`config.mk`:
```
export PLATFORM = sky130hd
export DESIGN_NAME = tgc_gate_eval
export DESIGN_NICKNAME = d
export VERILOG_FILES = /design/src/rtl/tgc_pkg.sv /design/src/rtl/tgc_init_census.sv /design/src/rtl/tgc_counters.sv /design/src/rtl/tgc_resolve.sv /design/src/rtl/tgc_gate_eval.sv
export SDC_FILE = /design/constraint.sdc
export NUM_CORES = 1
export LEC_CHECK = 0
export ABC_AREA = 1
export BUFFER_PORTS_ARGS = -buffer_cell sky130_fd_sc_hd__buf_4
export CAP_MARGIN = 20
export CORE_MARGIN = 3
export CORE_UTILIZATION = 56
export DETAILED_ROUTE_END_ITERATION = 10
export PLACE_DENSITY = 0.81
export SYNTH_ARGS = -nofsm -noshare
export SYNTH_HDL_FRONTEND = slang
export SYNTH_SLANG_ARGS = --single-unit
```
`constraint.sdc`:
```
create_clock -name clk -period 7.2 [get_ports clk]
set_clock_uncertainty 0.05 [all_clocks]
set_input_delay 1.44 -clock clk [delete_from_list [all_inputs] [get_ports clk]]
set_output_delay 1.44 -clock clk [all_outputs]
set_load 0.005 [all_outputs]
```
`src/rtl/tgc_pkg.sv`:
```
package tgc_pkg;

  typedef logic [1:0] tval_t;

  localparam tval_t TV_ZERO = 2'b00;
  localparam tval_t TV_ONE  = 2'b01;
  localparam tval_t TV_UNK  = 2'b10;

  // code 11 is folded into the unknown class
  function automatic logic tv_is_unk(input tval_t v);
    return v[1];
  endfunction

  function automatic logic tv_is_ctrl(input tval_t v, input logic ctrl_val);
    return (!v[1]) && (v[0] == ctrl_val);
  endfunction

endpackage

```
`src/rtl/tgc_init_census.sv`:
```
module tgc_init_census
  import tgc_pkg::*;
#(
  parameter int N_IN  = 16,
  parameter int CNT_W = $clog2(N_IN + 1)
) (
  input  logic [2*N_IN-1:0] vec,
  input  logic              ctrl_val,
  output logic [CNT_W-1:0]  ctrl_cnt,
  output logic [CNT_W-1:0]  unk_cnt
);

  logic [N_IN-1:0] ctrl_flag;
  logic [N_IN-1:0] unk_flag;

  for (genvar k = 0; k < N_IN; k++) begin : g_input
    assign ctrl_flag[k] = tv_is_ctrl(vec[2*k +: 2], ctrl_val);
    assign unk_flag[k]  = tv_is_unk(vec[2*k +: 2]);
  end

  always_comb begin
    ctrl_cnt = '0;
    unk_cnt  = '0;
    for (int k = 0; k < N_IN; k++) begin
      ctrl_cnt = ctrl_cnt + CNT_W'(ctrl_flag[k]);
      unk_cnt  = unk_cnt + CNT_W'(unk_flag[k]);
    end
  end

endmodule

```
`src/rtl/tgc_counters.sv`:
```
module tgc_counters
  import tgc_pkg::*;
#(
  parameter int N_IN  = 16,
  parameter int CNT_W = $clog2(N_IN + 1)
) (
  input  logic              clk,
  input  logic              rst,
  input  logic              ctrl_val,
  input  logic              load_en,
  input  logic [CNT_W-1:0]  load_ctrl,
  input  logic [CNT_W-1:0]  load_unk,
  input  logic              ev_valid,
  input  tval_t             ev_old,
  input  tval_t             ev_new,
  output logic [CNT_W-1:0]  ctrl_q,
  output logic [CNT_W-1:0]  unk_q,
  output logic [CNT_W-1:0]  ctrl_d,
  output logic [CNT_W-1:0]  unk_d
);

  localparam logic [CNT_W-1:0] ALL_IN = CNT_W'(N_IN);

  logic old_ctrl, new_ctrl, old_unk, new_unk;

  assign old_ctrl = tv_is_ctrl(ev_old, ctrl_val);
  assign new_ctrl = tv_is_ctrl(ev_new, ctrl_val);
  assign old_unk  = tv_is_unk(ev_old);
  assign new_unk  = tv_is_unk(ev_new);

  // next values as loaded when rst is low
  always_comb begin
    ctrl_d = ctrl_q;
    unk_d  = unk_q;
    if (load_en) begin
      ctrl_d = load_ctrl;
      unk_d  = load_unk;
    end else if (ev_valid) begin
      ctrl_d = ctrl_q + CNT_W'(new_ctrl) - CNT_W'(old_ctrl);
      unk_d  = unk_q + CNT_W'(new_unk) - CNT_W'(old_unk);
    end
  end

  always_ff @(posedge clk) begin
    if (rst) begin
      ctrl_q <= '0;
      unk_q  <= ALL_IN;
    end else begin
      ctrl_q <= ctrl_d;
      unk_q  <= unk_d;
    end
  end

  AST_NO_CTRL_UNDERFLOW: assert property (@(posedge clk) disable iff (rst)
    (ev_valid && !load_en && old_ctrl && !new_ctrl) |-> (ctrl_q != '0))
    else $error("controlling count underflow");

  AST_NO_UNK_UNDERFLOW: assert property (@(posedge clk) disable iff (rst)
    (ev_valid && !load_en && old_unk && !new_unk) |-> (unk_q != '0))
    else $error("unknown count underflow");

  AST_SAME_CLASS_HOLD: assert property (@(posedge clk) disable iff (rst)
    (ev_valid && !load_en && (old_ctrl == new_ctrl) && (old_unk == new_unk))
      |=> ($stable(ctrl_q) && $stable(unk_q)))
    else $error("same-class event moved a count");

  AST_COUNT_BOUND: assert property (@(posedge clk) disable iff (rst)
    1'b1 |=> (({1'b0, ctrl_q} + {1'b0, unk_q}) <= {1'b0, ALL_IN}))
    else $error("counts exceed input total");

endmodule

```
`src/rtl/tgc_resolve.sv`:
```
module tgc_resolve
  import tgc_pkg::*;
#(
  parameter int CNT_W = 5
) (
  input  logic [1:0]       gate_type,
  input  logic [CNT_W-1:0] ctrl_cnt,
  input  logic [CNT_W-1:0] unk_cnt,
  output tval_t            result
);

  logic ctrl_val, inv;

  assign ctrl_val = gate_type[0];
  assign inv      = gate_type[1];

  always_comb begin
    if (ctrl_cnt != '0)
      result = {1'b0, ctrl_val ^ inv};
    else if (unk_cnt != '0)
      result = TV_UNK;
    else
      result = {1'b0, ~ctrl_val ^ inv};
  end

endmodule

```
`src/rtl/tgc_gate_eval.sv`:
```
module tgc_gate_eval
  import tgc_pkg::*;
#(
  parameter int N_IN  = 16,
  localparam int CNT_W = $clog2(N_IN + 1)
) (
  input  logic              clk,
  input  logic              rst,
  input  logic [1:0]        gate_type,
  input  logic              init_en,
  input  logic [2*N_IN-1:0] init_vec,
  input  logic              ev_valid,
  input  logic [1:0]        ev_old,
  input  logic [1:0]        ev_new,
  output logic [1:0]        out_val,
  output logic              out_changed
);

  logic [CNT_W-1:0] load_ctrl, load_unk;
  logic [CNT_W-1:0] ctrl_q, unk_q, ctrl_d, unk_d;
  tval_t            res_next;

  tgc_init_census #(.N_IN(N_IN), .CNT_W(CNT_W)) u_census (
    .vec      (init_vec),
    .ctrl_val (gate_type[0]),
    .ctrl_cnt (load_ctrl),
    .unk_cnt  (load_unk)
  );

  tgc_counters #(.N_IN(N_IN), .CNT_W(CNT_W)) u_counters (
    .clk       (clk),
    .rst       (rst),
    .ctrl_val  (gate_type[0]),
    .load_en   (init_en),
    .load_ctrl (load_ctrl),
    .load_unk  (load_unk),
    .ev_valid  (ev_valid),
    .ev_old    (ev_old),
    .ev_new    (ev_new),
    .ctrl_q    (ctrl_q),
    .unk_q     (unk_q),
    .ctrl_d    (ctrl_d),
    .unk_d     (unk_d)
  );

  tgc_resolve #(.CNT_W(CNT_W)) u_resolve (
    .gate_type (gate_type),
    .ctrl_cnt  (ctrl_d),
    .unk_cnt   (unk_d),
    .result    (res_next)
  );

  always_ff @(posedge clk) begin
    if (rst) begin
      out_val     <= TV_UNK;
      out_changed <= 1'b0;
    end else begin
      out_val     <= res_next;
      out_changed <= (res_next != out_val);
    end
  end

  AST_OUT_LEGAL: assert property (@(posedge clk) disable iff (rst)
    1'b1 |=> (out_val != 2'b11))
    else $error("illegal output code");

  AST_CTRL_DOMINATES: assert property (@(posedge clk) disable iff (rst)
    1'b1 |=> ((ctrl_q != '0) ->
      (out_val == {1'b0, $past(gate_type[0] ^ gate_type[1])})))
    else $error("controlling input did not decide the result");

  AST_UNKNOWN_RESULT: assert property (@(posedge clk) disable iff (rst)
    1'b1 |=> (((ctrl_q == '0) && (unk_q != '0)) -> (out_val == TV_UNK)))
    else $error("unknown input did not give unknown result");

  AST_CHANGE_PULSE: assert property (@(posedge clk) disable iff (rst)
    1'b1 |=> (out_changed == (out_val != $past(out_val))))
    else $error("change pulse disagrees with output history");

endmodule

```
# ---- Word-level counts from Yosys, hierarchy flattened
# Index checks and enable logic that the tools add are counted.
dict set report word_totals {
  regBits 13
  out_inout_bits 3
}
dict set report classes {
  n_addsub 34
  n_reduce_logical 38
  mux 6
  n_bitwise 3
  n_eq_ne 19
}
# cell count
set ops {}
lappend ops {{$add A5 B1 Y5} 30}
lappend ops {{$mux W5} 4}
lappend ops {{$eq A1 B1 Y1} 18}
lappend ops {{$logic_and A1 B1 Y1} 18}
lappend ops {{$logic_not A1 Y1} 18}
lappend ops {{$reduce_bool A5 Y1} 2}
lappend ops {{$sub A5 B1 Y5} 2}
lappend ops {{$add A1 B1 Y2} 2}
lappend ops {{$mux W2} 2}
lappend ops {{$ne A2 B2 Y1} 1}
lappend ops {{$xor A1 B1 Y1} 2}
lappend ops {{$not A1 Y1} 1}

# ---- Longest topological paths before layout
# Gate-level depths: netlist of run 1.
dict set report depth {
  depth_word 21
  mapped_depth 28
  depth_no_buf 27
}

# ---- By module
# From an unflattened synthesis of run 1, not the netlist that was laid out.
dict set report hier_totals {
  hier_cells 298
  area_unflattened_um2 2143.3
}
# module seq_area_each_um2 cells_each n_inst area_per_inst_um2
set modules_own_cells {}
lappend modules_own_cells {tgc_init_census 0.0 121 1 1007.2}
lappend modules_own_cells {tgc_counters 200.2 143 1 945.9}
lappend modules_own_cells {tgc_gate_eval 60.1 16 1 116.4}
lappend modules_own_cells {tgc_resolve 0.0 18 1 73.8}

# ---- Worst setup path after synthesis of run 1
# Ideal clock, no wire load.
dict set report synth_path {
  path_kind {input to register}
  startpoint {in gate_type[0]}
  endpoint {reg out_changed}
  arrival_time_ps 6272
  path_stages 24
  setup_ps 109
  required_ps 7041
  setup_slack_ps 769
  path_cell_list {clkbuf_1 -> inv_1 -> clkbuf_1 -> a21oi_1 -> o21ai_0 -> fa_1 -> fa_1 -> fa_1 -> inv_1 -> fa_1 -> fa_1 -> fa_1 -> o21ai_0 -> nand2_1 -> nor2_2 -> nand3_2 -> nor2_4 -> nand2_1 -> nand2_1 -> nand2_1 -> inv_1 -> nand3_1 -> nand2_1 -> inv_1}
}
dict set report synth_between {
  elab_chain_len 21
  word_cells_on_any_way 62
}
# element line
set synth_lines {}
lappend synth_lines {{start, declared} tgc_gate_eval.sv:9} ;# input logic [1:0] gate_type,
lappend synth_lines {{$eq A1 B1 Y1} tgc_pkg.sv:15} ;# return (!v[1]) && (v[0] == ctrl_val);
lappend synth_lines {{$logic_and A1 B1 Y1} tgc_pkg.sv:15}
lappend synth_lines {{$add A1 B1 Y2} tgc_init_census.sv:25} ;# ctrl_cnt = ctrl_cnt + CNT_W'(ctrl_flag[k]);
lappend synth_lines {{$add A5 B1 Y5 (14 in series)} tgc_init_census.sv:25}
lappend synth_lines {{$mux W5} tgc_counters.sv:35} ;# if (load_en) begin
lappend synth_lines {{$reduce_bool A5 Y1} tgc_resolve.sv:18} ;# if (ctrl_cnt != '0)
lappend synth_lines {{$mux W2 *} tgc_resolve.sv:18}
lappend synth_lines {{$ne A2 B2 Y1 *} tgc_gate_eval.sv:59} ;# out_changed <= (res_next != out_val);
lappend synth_lines {{end signal, assigned} tgc_gate_eval.sv:59}
lappend synth_lines {{end, declared} tgc_gate_eval.sv:16} ;# output logic out_changed
# Every way passes the cells marked *; elsewhere a longest branch is shown, timed or not.
# A chain may end at the register's enable or synchronous reset.

# ---- Worst setup path in the final report of run 1
# Same ends and word-level chain as after synthesis.

==> results of run 1 <==
## how the worst max path moves through the flow
stage                  end  slack, ns
4_1_cts        out_changed       0.86
6_report       out_changed       0.85
3_3_place_gp   out_changed       0.79
2_1_floorplan  out_changed       0.77
5_1_grt        out_changed       0.42
3_5_place_dp   out_changed       0.61
## sequential cells by signal, summed over array words and instances, names as in the netlist
| register | flops |
|---|---|
| out_changed | 1 |
| u_counters.ctrl_q | 5 |
| u_counters.unk_q | 5 |
| out_val | 2 |
## power by group through the flow
stage	clock [mW]	sequential, mW	combinational (mW)
final	0.0657	0.115	0.528
after global routing	0.0670	0.119	0.614
after detailed placement	0	0.116	0.525
after global placement	0	0.115	0.506
after floorplan	0	0.112	0.417
after CTS	0.0641	0.115	0.530
## metal layers
metal  vias up  part of all wire
li1       1004                 -
met1       891              0.41
met2        50              0.53
met3         7             0.048
met4         0             0.015
met5         -                 0
## Yosys cell counts (2+ instances only)
library cell  instances  share of area
dfxtp_1              13           0.12
a21oi_1              30          0.072
inv_1                62           0.11
clkbuf_1              4         0.0072
nor2_1               17          0.031
nor2_4                2          0.011
fa_1                 22           0.21
nand2_1              63           0.11
nand3_1              19          0.046
xnor2_1               3          0.013
ha_1                 20           0.12
o21ai_1               2         0.0048
xor2_1                8          0.034
o21ai_0              15          0.036
inv_2                 4         0.0072
o21ai_2               2         0.0084
nand3_2               2         0.0096
buf_6                 2          0.011
## worst max-delay path, cell delays in order
cell	delay [ns]
buf_4	0.16
inv_1	0.42
o21ai_0	0.24
fa_1	0.53
fa_1	0.53
fa_1	0.54
inv_1	0.05
fa_1	0.51
fa_1	0.47
fa_1	0.39
o21ai_0	0.24
nand2_1	0.09
nor2_2	0.12
nand3_2	0.11
nor2_4	0.15
nand2_1	0.08
nand2_1	0.06
nand2_1	0.04
inv_1	0.04
nand3_1	0.09
nand2_1	0.08
inv_1	0.04
## cells by family after synthesis
kind of cell / Yosys count / synth area share
XOR/XNOR: 11 / 0.0461
buffers and inverters: 75 / 0.144
flip-flops: 13 / 0.125
adder cells (fa/ha/maj): 42 / 0.331
AO/OA/AOI/OAI: 52 / 0.134
AND/OR/NAND/NOR: 106 / 0.221
## metrics by stage
stage                util  setup WS [ns]  total power, mW  area [um2]
floorplan               -          0.769            0.529        2090
global placement    0.702          0.794            0.621        2430
detailed placement  0.702          0.608            0.641        2430
CTS                 0.715          0.856            0.709        2480
global route        0.715          0.424            0.799        2480
finish              0.715          0.852            0.708        2480
## layout make-up
| cell class | instances | area (um2) | area share |
|---|---|---|---|
| clock buffer | 4 | 45.0 | 0.0182 |
| inverter | 68 | 258 | 0.104 |
| multi-input combinational | 211 | 1530 | 0.617 |
| sequential | 13 | 260 | 0.105 |
| tap | 46 | 57.6 | 0.0232 |
| timing repair buffer | 44 | 330 | 0.133 |
==> run metrics, run 1 <==
Switching Fraction=0.494; DRT antenna net count=0; die footprint=~4500 um2; crit path capture type=register; Hold WS=roughly 0.56 ns; CP max FO=24; Syn Std Cell Area=2090 um2; asr flop ratio synth=0; Reg power frac=0.162; Clk Latency, worst-skew pair=roughly 0.24 ns; reg-to-reg setup timing slack=around 4.5 ns; placed insts=~380; post-synthesis cell type count=27; First DRT Iteration DRCs=86; Setup TNS=0 ns; Post-route DRC=0; Tightest Pin Transition=roughly 0.55 ns; global-route wire length before repair=7720 um; Max Buffers Root-to-Sink=2; Mapped Nets=about 380; VDD IR max=0.000103 V; GRT Util Overall=0.224; Rows=21; DR vias/cell=5.06; die height=approximately 67 um; Vias=1,952; NetSw=~0.35 mW; reg2reg path depth=18; Worst EP arrival=roughly 6.4 ns; R2R Path End=out_changed; post-CTS setup buffer count=0; Global Route met3 Usage=0.0253; commonest non-fill, non-tap cell in the layout=nand2_1; sequential area share after synthesis=0.125; IO Port Bufs=44; Worst setup SP type=primary input; drt pass-1 iters=4; Core Box Area=between 3000 and 4000 um2; status=completed; Net count, final=about 430; Seq cells post-synth=13; Critical path origin=gate_type[0]; vias in the first global route=slightly below 2,000; Finish-stage setup viols=0; wire length per cell=11.9 um; IO Count=between 40 and 50; RSZ-0062 raised after global routing=no; Final min period=between 6 and 7 ns; HPWL after DPL=about 4000 um; Ant. Diodes=0; Tcrit/Tclk final=0.882; H-tree levels=1; Comb pwr share=0.745; Worst Hold Class=register to register; gr busiest metal=met2; Synth Area per Inst=6.99 um2; CTS tree=done; initial antenna violation count=0; Area Growth Syn to Fin=18.7%; Resize count post-CTS=0; hold_buf cts=0; hold depth=4; RePlAce Congestion=0.871; CTS sink count=13; HP Start=u_counters.ctrl_q[0]; Synth warnings=0; Num CTS Buffers=3; power density over cell area=286 nW/um2; relative slew slack=0.633; Post-synth EDFFs=0; Reg2Reg Launch Point=u_counters.unk_q[0]; met2 usage=0.450; Leakage=around 1.4 nW; share of layout cells above drive strength 1=0.182; final wirelength=roughly 4600 um; clk slew on worst S/H paths=approximately 0.060 ns; Req. time, crit path=between 7 and 8 ns; internal power=roughly 0.36 mW; commonest non-fill, non-tap cells in the layout=nand2_1, inv_1, buf_4; Hold Path End=u_counters.ctrl_q[0]; max cap viols=0; # fillers=between 300 and 400; gr ovfl total=0; initial core utilization=0.602; CTS root buffer=clkbuf_8; critical path class=primary input to register; Non-Filler Instances=between 300 and 400; met1 Track Usage GR=0.232; Clk network pwr share=0.093; Die X=around 67 um; Top FF cell, synth=dfxtp_1; Final Max Tran Viols=0; Fin. Hold Viols=0; largest net degree at the start of global routing=25; Gate Count Post-Synth=approximately 300; Highest Clock Rate=approximately 160 MHz
Note: power is estimated with default switching activity, not from simulation.
==> run 2: changes to the inputs <==
CORE_MARGIN = not set   (was 3)
==> run 2 against run 1 <==
Compared with the run above: total power decreased by 2.0%; hold slack lost 0.032 ns; die area shrank 12%; count of clock-buffer cells in the layout stayed put; final area stayed put; sequential power barely moved; largest power group unchanged.
==> run metrics, run 2 (synthesized netlist as in run 1, its figures left out) <==
Tcrit/Tclk final=0.879 (-0.00271); Finish-stage setup viols=0 (unchanged); H-tree levels=1 (unchanged); Die X=63.1 um (-6.0%); die footprint=3980 um2 (-12%); largest net degree at the start of global routing=25 (unchanged); Leakage=1.37 nW (unchanged); initial core utilization=0.607 (+0.00460); Post-route DRC=0 (unchanged); drt pass-1 iters=4 (unchanged); RePlAce Congestion=0.863 (-1.0%); Final min period=6.33 ns (-0.0195 ns); wire length per cell=11.2 um (-5.8%); placed insts=382 (unchanged); gr ovfl total=0 (unchanged); commonest non-fill, non-tap cells in the layout=nand2_1, inv_1, buf_4; biggest regs=u_counters.ctrl_q x5, u_counters.unk_q x5, out_val x2; power density over cell area=280 nW/um2 (-2.0%); Rows=21 (unchanged); Worst setup SP type=primary input; CTS root buffer=clkbuf_8; CP max FO=24 (unchanged); Ant. Diodes=0 (unchanged); commonest non-fill, non-tap cell in the layout=nand2_1; Num CTS Buffers=3 (unchanged); clk slew on worst S/H paths=0.05 ns (about the same); CTS sink count=13 (unchanged); post-CTS setup buffer count=0 (unchanged); DRT antenna net count=0 (unchanged); Fin. Hold Viols=0 (unchanged); share of layout cells above drive strength 1=0.182 (unchanged); Max Buffers Root-to-Sink=2 (unchanged); global-route wire length before repair=7860 um (+1.8%); VDD IR max=0.000114 V (+11%); vias in the first global route=1,890 (-2.8%); Non-Filler Instances=386 (unchanged); CTS tree=done; Final Max Tran Viols=0 (unchanged); die height=63.1 um (-6.0%); Worst Hold Class=register to register; DR vias/cell=4.87 (-3.7%); max cap viols=0 (unchanged); relative slew slack=0.639 (+0.00579); HPWL after DPL=3850 um (-3.2%); RSZ-0062 raised after global routing=no; Highest Clock Rate=158 MHz (+0.31%); Resize count post-CTS=0 (unchanged); IO Port Bufs=44 (unchanged); initial antenna violation count=0 (unchanged); Hold WS=0.524 ns (-0.0318 ns); Worst EP arrival=6.43 ns (about the same); Area Growth Syn to Fin=18.7% (unchanged); GRT Util Overall=0.253 (+0.0295); Setup TNS=0 ns (unchanged); IO Count=45 (unchanged); crit path capture type=register; critical path class=primary input to register; Vias=1,880 (-3.7%); hold_buf cts=0 (unchanged); # fillers=302 (-2.3%); First DRT Iteration DRCs=89 (+3.5%); final wirelength=4340 um (-5.8%); Net count, final=425 (unchanged); Tightest Pin Transition=0.541 ns (-0.00867 ns); status=completed; Core Box Area=3440 um2 (-0.76%); Clk Latency, worst-skew pair=0.25 ns (about the same); Req. time, crit path=7.30 ns (about the same)
==> run 2: cell counts in the layout (fill, tap and decap cells not counted) <==
No cell type changed its count.
==> run 2: stage by stage <==
stage | util | instance area (um2) | total power [mW] | setup slack [ns]
3_5_place_dp | 0.707 | 2430 | 0.632 | 0.583
6_report | 0.720 | 2480 | 0.694 | 0.871
3_3_place_gp | 0.707 | 2430 | 0.617 | 0.797
4_1_cts | 0.720 | 2480 | 0.701 | 0.860
5_1_grt | 0.720 | 2480 | 0.799 | 0.526
2_1_floorplan | - | 2090 | 0.529 | 0.769
==> run 2: final timing paths <==
check | startpoint | endpoint | slack (ns) | depth (start not counted)
worst max-delay path | gate_type[0] | out_changed | 0.87 | 20
worst min-delay path | out_val[0] | out_changed | 0.52 | 5
worst max register to register | u_counters.ctrl_q[0] | out_changed | 4.61 | 19
worst min register to register | out_val[0] | out_changed | 0.52 | 5
==> run 2: metal layers <==
| metal | GRT usage | wire [um] |
|---|---|---|
| met5 | 0 | 0 |
| met4 | 0.148 | 198 |
| met3 | 0.0199 | 153 |
| met2 | 0.442 | 2070 |
| met1 | 0.302 | 1920 |
==> run 2: where the power goes <==
group | switching, mW | leakage (nW) | total [mW] | internal, mW
Combinational | 0.294 | 1.24 | 0.516 | 0.221
Clock | 0.0259 | 0.0228 | 0.0650 | 0.0391
Sequential | 0.0186 | 0.108 | 0.114 | 0.0949
==> run 2: critical path, stage by stage <==
cell and delay (ns):
buf_4 0.16, inv_1 0.42, o21ai_0 0.25, fa_1 0.53, fa_1 0.52, fa_1 0.54
inv_1 0.05, fa_1 0.50, fa_1 0.47, fa_1 0.40, o21ai_0 0.28, nand2_1 0.10
nor2_2 0.12, nand3_2 0.12, o21ai_1 0.25, nand2_1 0.08, nand2_1 0.05, nand3_1 0.06
nand2_1 0.06, inv_1 0.03
==> run 2: layout make-up <==
type,instances,area [um2],area share
well taps,46,57.6,0.0232
repair buffers,44,330,0.133
clock buffers,4,45.0,0.0182
multi-input cells,211,1530,0.617
flip-flops and latches,13,260,0.105
inverters,68,258,0.104
==> run 3: changes to the inputs <==
--- a/config.mk
+++ b/config.mk
@@ -12,4 +12,5 @@
 export DETAILED_ROUTE_END_ITERATION = 10
 export PLACE_DENSITY = 0.81
+export REMOVE_ABC_BUFFERS = 1
 export SYNTH_ARGS = -nofsm -noshare
 export SYNTH_HDL_FRONTEND = slang
==> constraint.sdc (replaced) <==
create_clock -name clk -period 7.2 [get_ports clk]
set_clock_uncertainty 0.05 [all_clocks]
set_input_delay 0 -clock clk [delete_from_list [all_inputs] [get_ports clk]]
set_output_delay 0 -clock clk [all_outputs]
set_load 0.005 [all_outputs]
==> run 3 against run 2 <==
Compared with the run above: sequential power is essentially flat; clock power shrank 3.4%; register-to-register slack lost 0.04 ns; critical endpoint unchanged.
==> run metrics, run 3 (synthesized netlist as in run 1, its figures left out) <==
Comb pwr share=0.747 (+0.004); critical path class=primary input to register; biggest regs=u_counters.ctrl_q x5, u_counters.unk_q x5, out_val x2; Reg power frac=0.163 (about the same); Core Box Area=3440 um2 (unchanged); CTS root buffer=clkbuf_8; Switching Fraction=0.487 (-0.000829); GRT Util Overall=0.224 (-0.0292); Area Growth Syn to Fin=19.2%; Highest Clock Rate=206 MHz (+31%); Tightest Pin Transition=0.530 ns (-0.0113 ns); DRT antenna net count=0 (unchanged); Worst EP arrival=4.93 ns (-1.50 ns); crit path capture type=register; Die X=63.1 um (unchanged); Tcrit/Tclk final=0.673 (-0.206); Final min period=4.84 ns (-1.48 ns); RSZ-0062 raised after global routing=no; Post-route DRC=0 (unchanged); H-tree levels=1 (unchanged); internal power=0.358 mW (+0.68%); drt pass-1 iters=5 (+1); vias in the first global route=1,829 (-3.2%); CTS sink count=13 (unchanged); Worst setup SP type=primary input; IO Port Bufs=44 (unchanged); status=completed; First DRT Iteration DRCs=81 (-9.0%); Setup TNS=0 ns (unchanged); Leakage=1.38 nW (+0.30%); initial antenna violation count=0 (unchanged); Finish-stage setup viols=0 (unchanged); CP max FO=24 (unchanged); Clk network pwr share=0.090 (-0.004); Vias=1,874 (-0.32%); max cap viols=0 (unchanged); Worst Hold Class=primary input to register; Pwr Total=0.698 mW (+0.52%); DR vias/cell=4.84 (-0.58%); post-CTS setup buffer count=0 (unchanged); Hold WS=0.113 ns (-0.412 ns); Req. time, crit path=7.29 ns (about the same); Fin. Hold Viols=0 (unchanged); Final Max Tran Viols=0 (unchanged); largest net degree at the start of global routing=25 (unchanged); Num CTS Buffers=3 (unchanged); Clk Latency, worst-skew pair=0.24 ns (about the same); die height=63.1 um (unchanged); RePlAce Congestion=0.892 (+3.4%); VDD IR max=0.0000956 V (-16%); final wirelength=3940 um (-9.4%); relative slew slack=0.646 (+0.00752); power density over cell area=280 nW/um2 (+0.12%); IO Count=45 (unchanged); commonest non-fill, non-tap cells in the layout=nand2_1, inv_1, buf_4; gr ovfl total=0 (unchanged); clk slew on worst S/H paths=0.05 ns (about the same); Net count, final=426 (+0.24%); Max Buffers Root-to-Sink=2 (unchanged); commonest non-fill, non-tap cell in the layout=nand2_1; CTS tree=done; share of layout cells above drive strength 1=0.182 (-0.000535); global-route wire length before repair=7220 um (-8.1%); wire length per cell=10.2 um (-9.6%); die footprint=3980 um2 (unchanged); HPWL after DPL=3540 um (-8.0%); Ant. Diodes=0 (unchanged); initial core utilization=0.607 (unchanged); Rows=21 (unchanged); NetSw=0.340 mW (+0.35%)
run 3: power groups by stage:
stage / Clock [mW] / Sequential (mW) / Combinational (mW)
3_5_place_dp: 0 / 0.116 / 0.525
6_report: 0.0628 / 0.114 / 0.521
2_1_floorplan: 0 / 0.112 / 0.413
5_1_grt: 0.0697 / 0.118 / 0.612
4_1_cts: 0.0647 / 0.114 / 0.528
3_3_place_gp: 0 / 0.115 / 0.508
run 3: final cells by class:
cell class | count | area (um2)
well taps | 46 | 57.6
clock buffers | 4 | 45.0
fillers | 291 | 952
flip-flops and latches | 13 | 260
inverters | 68 | 258
multi-input cells | 211 | 1530
repair buffers | 45 | 340
run 3: stage by stage:
step / std cells / setup slack (ns) / util / area [um2]
2_1_floorplan: 292 / 2.62 / - / 2050
3_3_place_gp: 382 / 2.24 / 0.707 / 2430
3_5_place_dp: 382 / 2.05 / 0.707 / 2430
4_1_cts: 387 / 2.30 / 0.723 / 2490
5_1_grt: 387 / 1.94 / 0.723 / 2490
6_report: 387 / 2.36 / 0.723 / 2490
run 3: worst paths after layout:
check                       startpoint             endpoint  slack, ns  cells past startpoint
setup / recovery          gate_type[0]          out_changed       2.36                     22
hold / removal                 init_en  u_counters.unk_q[0]       0.11                      4
setup reg to reg  u_counters.ctrl_q[0]          out_changed       4.57                     21
hold reg to reg             out_val[0]          out_changed       0.54                      5
run 3: critical path: stages:
cell and delay (ns):
buf_4 0.16, inv_1 0.41, o21ai_0 0.23, fa_1 0.52, fa_1 0.51, fa_1 0.54
inv_1 0.05, fa_1 0.50, fa_1 0.46, fa_1 0.39, o21ai_0 0.26, nand2_1 0.11
nor2_2 0.14, nand3_2 0.12, nor2_4 0.15, nand2_1 0.08, nand2_1 0.06, nand2_1 0.04
inv_1 0.04, nand3_1 0.06, nand2_1 0.06, inv_1 0.03
run 3: per-layer routing:
layer,global-route usage,up-vias,wire length [um]
met3,0.0181,8,109
met2,0.415,37,2000
met4,0.0727,0,74
met5,0,-,0
met1,0.269,824,1750
li1,-,1005,-
run 3: timing repair:
item,in CTS,in global routing
endpoints found under the setup margin,0,0
resized for setup,0,0
hold buffers,1,0
hold endpoints to repair,10,0
